==> src/rtl/irq_arb_pkg.sv <==
package irq_arb_pkg;
  localparam int LVL_W = 2;
  typedef logic [LVL_W-1:0] lvl_t;
  localparam lvl_t LVL_TOP      = 2'd3;
  localparam lvl_t LVL_PROG_MAX = 2'd2;
endpackage

==> src/rtl/irq_src_qual.sv <==
module irq_src_qual
  import irq_arb_pkg::*;
#(
  parameter int                   NUM_SRC     = 32,
  parameter logic [NUM_SRC-1:0]   FIXED_MASK  = 32'h8000_800F,
  parameter logic [NUM_SRC-1:0]   PERIPH_MASK = 32'h7FFF_7FC0
) (
  input  logic                     clk,
  input  logic                     rst_n,
  input  logic [NUM_SRC-1:0]       src_req,
  input  logic [NUM_SRC-1:0]       src_en,
  input  logic [NUM_SRC*LVL_W-1:0] src_lvl,
  input  lvl_t                     sr_mask,
  input  logic [NUM_SRC-1:0]       clr,
  input  logic [NUM_SRC-1:0]       excl,
  output logic [NUM_SRC-1:0]       qual,
  output logic [NUM_SRC*LVL_W-1:0] eff_lvl
);

  for (genvar k = 0; k < NUM_SRC; k++) begin : g_src
    lvl_t lvl_k;
    logic live_k;

    if (FIXED_MASK[k]) begin : g_fixed
      logic unused_fixed;
      assign unused_fixed = ^{src_en[k], src_lvl[k*LVL_W +: LVL_W]};
      assign lvl_k  = LVL_TOP;
      assign live_k = src_req[k];
    end else begin : g_prog
      lvl_t raw;
      logic pend;
      assign raw   = src_lvl[k*LVL_W +: LVL_W];
      assign lvl_k = (raw > LVL_PROG_MAX) ? LVL_PROG_MAX : raw;

      if (PERIPH_MASK[k]) begin : g_latch
        logic pend_q;
        always_ff @(posedge clk) begin
          if (!rst_n)          pend_q <= 1'b0;
          else if (src_req[k]) pend_q <= 1'b1;
          else if (clr[k])     pend_q <= 1'b0;
        end
        assign pend = pend_q;
      end else begin : g_direct
        logic unused_clr;
        assign unused_clr = clr[k];
        assign pend = src_req[k];
      end

      assign live_k = pend & src_en[k];
    end

    assign eff_lvl[k*LVL_W +: LVL_W] = lvl_k;
    assign qual[k] = live_k & (lvl_k >= sr_mask) & ~excl[k];
  end

endmodule

==> src/rtl/irq_pick.sv <==
module irq_pick
  import irq_arb_pkg::*;
#(
  parameter int NUM_SRC     = 32,
  parameter int RESET_IDX   = 0,
  parameter int ILLEGAL_IDX = 31,
  parameter int NMI_IDX     = 15,
  localparam int IDX_W      = $clog2(NUM_SRC)
) (
  input  logic [NUM_SRC-1:0]       qual,
  input  logic [NUM_SRC*LVL_W-1:0] eff_lvl,
  output logic                     any,
  output logic [IDX_W-1:0]         idx,
  output lvl_t                     lvl
);

  logic [NUM_SRC-1:0] cand;

  // Highest populated level.
  always_comb begin
    any = 1'b0;
    lvl = '0;
    for (int l = 0; l < (1 << LVL_W); l++) begin
      for (int i = 0; i < NUM_SRC; i++) begin
        if (qual[i] && (eff_lvl[i*LVL_W +: LVL_W] == lvl_t'(l))) begin
          any = 1'b1;
          lvl = lvl_t'(l);
        end
      end
    end
  end

  always_comb begin
    for (int i = 0; i < NUM_SRC; i++)
      cand[i] = qual[i] && (eff_lvl[i*LVL_W +: LVL_W] == lvl);
  end

  // Lowest index first, then the top-level override order (last write wins).
  always_comb begin
    idx = '0;
    for (int i = NUM_SRC - 1; i >= 0; i--)
      if (cand[i]) idx = IDX_W'(i);
    if (cand[NMI_IDX])     idx = IDX_W'(NMI_IDX);
    if (cand[ILLEGAL_IDX]) idx = IDX_W'(ILLEGAL_IDX);
    if (cand[RESET_IDX])   idx = IDX_W'(RESET_IDX);
  end

endmodule

==> src/rtl/irq_arbiter.sv <==
module irq_arbiter
  import irq_arb_pkg::*;
#(
  parameter int                 NUM_SRC     = 32,
  parameter logic [NUM_SRC-1:0] FIXED_MASK  = 32'h8000_800F,
  parameter logic [NUM_SRC-1:0] PERIPH_MASK = 32'h7FFF_7FC0,
  parameter int                 RESET_IDX   = 0,
  parameter int                 ILLEGAL_IDX = 31,
  parameter int                 NMI_IDX     = 15,
  localparam int                IDX_W       = $clog2(NUM_SRC),
  localparam int                VEC_W       = IDX_W + 1
) (
  input  logic                     clk,
  input  logic                     rst_n,
  input  logic [NUM_SRC-1:0]       src_req,
  input  logic [NUM_SRC-1:0]       src_en,
  input  logic [NUM_SRC*LVL_W-1:0] src_lvl,
  input  logic [LVL_W-1:0]         sr_mask,
  output logic                     res_valid,
  input  logic                     res_ready,
  output logic [IDX_W-1:0]         res_idx,
  output logic [VEC_W-1:0]         res_vec,
  output logic [LVL_W-1:0]         res_lvl,
  output logic [NUM_SRC-1:0]       svc_clr
);

  logic                     hs;
  logic                     load;
  logic [NUM_SRC-1:0]       excl;
  logic [NUM_SRC-1:0]       qual;
  logic [NUM_SRC*LVL_W-1:0] eff_lvl;
  logic                     win_any;
  logic [IDX_W-1:0]         win_idx;
  lvl_t                     win_lvl;

  assign hs      = res_valid & res_ready;
  assign load    = ~res_valid | res_ready;
  assign excl    = hs ? (NUM_SRC'(1) << res_idx) : '0;
  assign svc_clr = excl & PERIPH_MASK;

  irq_src_qual #(
    .NUM_SRC    (NUM_SRC),
    .FIXED_MASK (FIXED_MASK),
    .PERIPH_MASK(PERIPH_MASK)
  ) u_qual (
    .clk    (clk),
    .rst_n  (rst_n),
    .src_req(src_req),
    .src_en (src_en),
    .src_lvl(src_lvl),
    .sr_mask(sr_mask),
    .clr    (svc_clr),
    .excl   (excl),
    .qual   (qual),
    .eff_lvl(eff_lvl)
  );

  irq_pick #(
    .NUM_SRC    (NUM_SRC),
    .RESET_IDX  (RESET_IDX),
    .ILLEGAL_IDX(ILLEGAL_IDX),
    .NMI_IDX    (NMI_IDX)
  ) u_pick (
    .qual   (qual),
    .eff_lvl(eff_lvl),
    .any    (win_any),
    .idx    (win_idx),
    .lvl    (win_lvl)
  );

  always_ff @(posedge clk) begin
    if (!rst_n) begin
      res_valid <= 1'b0;
      res_idx   <= '0;
      res_lvl   <= '0;
    end else if (load) begin
      res_valid <= win_any;
      res_idx   <= win_any ? win_idx : '0;
      res_lvl   <= win_any ? win_lvl : '0;
    end
  end

  assign res_vec = {res_idx, 1'b0};

endmodule

==> config.mk <==
export PLATFORM = sky130hd
export DESIGN_NAME = irq_arbiter
export DESIGN_NICKNAME = d
export VERILOG_FILES = /design/src/rtl/irq_arb_pkg.sv /design/src/rtl/irq_src_qual.sv /design/src/rtl/irq_pick.sv /design/src/rtl/irq_arbiter.sv
export SDC_FILE = /design/constraint.sdc
export NUM_CORES = 1
export LEC_CHECK = 0
export ABC_AREA = 1
export BUFFER_PORTS_ARGS = -buffer_cell sky130_fd_sc_hd__buf_2
export CELL_PAD_IN_SITES_DETAIL_PLACEMENT = 1
export CELL_PAD_IN_SITES_GLOBAL_PLACEMENT = 2
export CORE_MARGIN = 1
export CORE_UTILIZATION = 25
export CTS_BUF_LIST = sky130_fd_sc_hd__clkbuf_4 sky130_fd_sc_hd__clkbuf_8
export DETAILED_ROUTE_END_ITERATION = 10
export PLACE_DENSITY_LB_ADDON = 0.25
export SLEW_MARGIN = 20
export SYNTH_ARGS = -nofsm -noshare
export SYNTH_HDL_FRONTEND = slang
export SYNTH_SLANG_ARGS = --single-unit
==> constraint.sdc <==
create_clock -name clk -period 4.9 [get_ports clk]
set_input_delay 0.98 -clock clk [delete_from_list [all_inputs] [get_ports clk]]
set_output_delay 0.98 -clock clk [all_outputs]
set_load 0.005 [all_outputs]
==> key figures <==
Timing
  • Tcrit/Tclk final: 89.3%
  • Max Slew Vio Count: 0
  • Worst slew pin tran: about 0.8 ns
  • Clk_skew: 0.0112 ns
  • RSZ-0062 raised after global routing: false
  • FMAX: around 230 MHz
  • Final setup fails: 0
  • Period minus WS final: 4.38 ns
  • Max_slew headroom: a little under half
  • TNS Setup: 0 ns
  • Final hold violations: 0

Logic synthesis
  • Synth warn: 0
  • Most frequent cells after synthesis: 264 x nand2_1, 191 x inv_1, 97 x nor2_1
  • Seq cells post-synth: 32
  • Most instantiated library cell after synthesis: nand2_1
  • Syn Inst Count: between 900 and 1000
  • Register area share after synthesis: 12.5%
  • Number of flops mapped to enable cells by yosys: 0
  • Async SR Flop Fraction: 0%
  • Mean Syn Cell Area: 5.51 um2
  • Top post-synthesis cells by area: nand2_1 19%, inv_1 14%, ha_1 13%, dfxtp_1 12%, nor2_1 7.1%
  • Post-synth top area share: 19.3%
  • Main flop type after synthesis: dfxtp_1
  • Synth Cell Area: between 0.005 and 0.006 mm2
  • Yosys top cell by area: nand2_1
  • Post-synth cell types: 43

Global routing
  • Number of global-route vias before repair: between 6000 and 7000
  • GRT Overall Usage: 20.3%
  • First-pass GRT wire length: approximately 33000 um
  • Largest net degree at the start of global routing: 24
  • GR Overflow Total: 0
  • Antenna violations before repair: 1

Power and ir drop
  • Total leakage power: around 0.0042 uW
  • Sequential power share: between 30% and 40%
  • Peak VDD IR: 0.0000755 V
  • Clk network pwr share: 26.6%
  • Comb power frac: 43.0%
  • Switching pwr: 407 uW
  • PwrDens: 146 mW/mm2
  • Switching Fraction: 41.7%
  • Pint: 568 uW

Placement
  • GP Congestion: roughly 0.85
  • IO buf count: 151
  • Placed insts: 1384
  • HPWL after DPL: 17900 um

Route
  • Post-DR wirelength/cell: 14.9 um
  • DRC: 0
  • Number of DRC markers in iteration 0: 265
  • Final wirelength: 20700 um
  • Vias per cell: around 4.5
  • Via count: 6252
  • Detail Route Antenna Nets: 0
  • TritonRoute pass-1 iters: 6

Die
  • Die Span Y: 145 um
  • Row count: 52
  • Core Footprint: 0.0202 mm2
  • Die Area: 0.0211 mm2
  • Initial Utilization: 25.5%
  • Width of the die: between 100 and 150 um
  • # IOs: 179

Worst setup path
  • Most numerous cell on the critical path: nand2_1
  • CP startpoint kind: input port
  • CP peak stage delay: 0.27 ns
  • Data required time at the worst endpoint: 5.11 ns
  • Crit end category: register
  • CP Class: in -> reg
  • CP arrival: 4.59 ns
  • Worst-path fanout max: 23
  • Worst path slowest cell: ha_1

Clock network
  • Skew-Pair Late Insertion Delay: 0.33 ns
  • Post-CTS Hold Buffers: 0
  • # Post-CTS Setup Buffers: 0
  • PostCTS Resize Cnt: 0
  • CTS H-Tree Depth: 2
  • Root Buffer: clkbuf_8
  • Total CTS buffers: 5
  • CTS tree: done
  • Clk sinks: 32
  • Reg clk slew, reported paths: 0.09 ns
  • Bufs on Longest Clock Path: 2

Hold path
  • Hold WC Path Type: reg -> reg

Final layout
  • Final non-filler cell total: 1393
  • Fraction of layout cells with a size suffix above 1: between 20% and 30%
  • # nets final: 1306
  • Syn-to-layout area delta: 29.6%

Run status
  • Status: finished clean

Flow run
  • MaxCap Viol Count: 0
==> per-layer routing <==
layer	wire length, um	vias up	global-route usage, %	share of wire, %
met3	838	13	2.85	4.0
met1	9660	2861	26.0	47
met5	0	-	0	0
met2	9970	121	35.9	48
li1	-	3257	-	-
met4	278	0	4.74	1.3
==> sequential cells by signal, indices dropped and copies added (netlist names) <==
register and count:
res_idx 5, res_lvl 2, res_valid 1, u_qual.g_src.g_prog.g_latch.pend_q 24
==> power by group through the flow <==
stage	combinational (uW)	sequential (uW)	clock, uW
floorplan	259	294	0
global placement	414	302	0
detailed placement	423	302	0
CTS	425	296	267
global route	483	300	278
finish	419	296	260
==> layout by cell type (no fill, tap or decap), drive strengths merged, types with 5 or more instances in the layout <==
cell type,synthesis,final
nor4,5,5
nor2,109,109
conb,1,9
dfxtp,32,32
clkbuf,27,6
nand3b,13,13
o21ai,23,23
nand3,78,78
nor3,13,13
inv,197,197
o221ai,8,8
ha,52,52
nand4,11,11
buf,26,227
nand2,268,268
a21oi,47,47
==> cell families (layout without fill, tap and decap cells) <==
| group | count (synthesis) | count (layout) | share of synthesized area (%) |
|---|---|---|---|
| buffers and inverters | 250 | 432 | 20.4 |
| other | 1 | 10 | 0.0730 |
| DFF | 32 | 32 | 12.5 |
| adders and majority gates | 52 | 52 | 12.7 |
| AOI/OAI and AO/OA | 96 | 96 | 11.3 |
| and+or+nand+nor | 501 | 501 | 43.1 |
==> area by class of cell <==
cell class              count  area [um2]
well taps                 270         338
clock buffers               6        82.6
clock inverters             2        10.0
flip-flops and latches     32         641
inverters                 197         742
multi-input cells         658        3480
diodes                      1        2.50
repair buffers            227        1360
fillers                  2802       13500
==> critical path, delay by kind of cell <==
kind | cells | cell delay [ns]
compound gates | 8 | 0.95
fa+ha+maj | 1 | 0.27
buf+inv | 5 | 0.69
simple gates | 17 | 1.68
==> path summary, 6_finish.rpt <==
path | slack, ns | start | depth (start not counted) | to
max | 0.52 | sr_mask[1] | 31 | res_idx[1]
min | 0.47 | res_lvl[0] | 2 | res_lvl[0]
max reg2reg | 0.71 | res_idx[0] | 28 | res_idx[1]
min reg2reg | 0.47 | res_lvl[0] | 2 | res_lvl[0]
==> stage by stage <==
step | instance area [um2] | hold WS, ns | power (uW) | util, % | setup slack, ns
floorplan | 5170 | 0.450 | 553 | - | 0.811
global placement | 6560 | 0.460 | 716 | 32.5 | 0.166
detailed placement | 6560 | 0.464 | 726 | 32.5 | 0.0812
CTS | 6650 | 0.478 | 989 | 33.0 | 0.428
global route | 6660 | 0.490 | 1060 | 33.0 | 0.0768
finish | 6660 | 0.472 | 975 | 33.0 | 0.524
(Power assumes the default switching activity.)
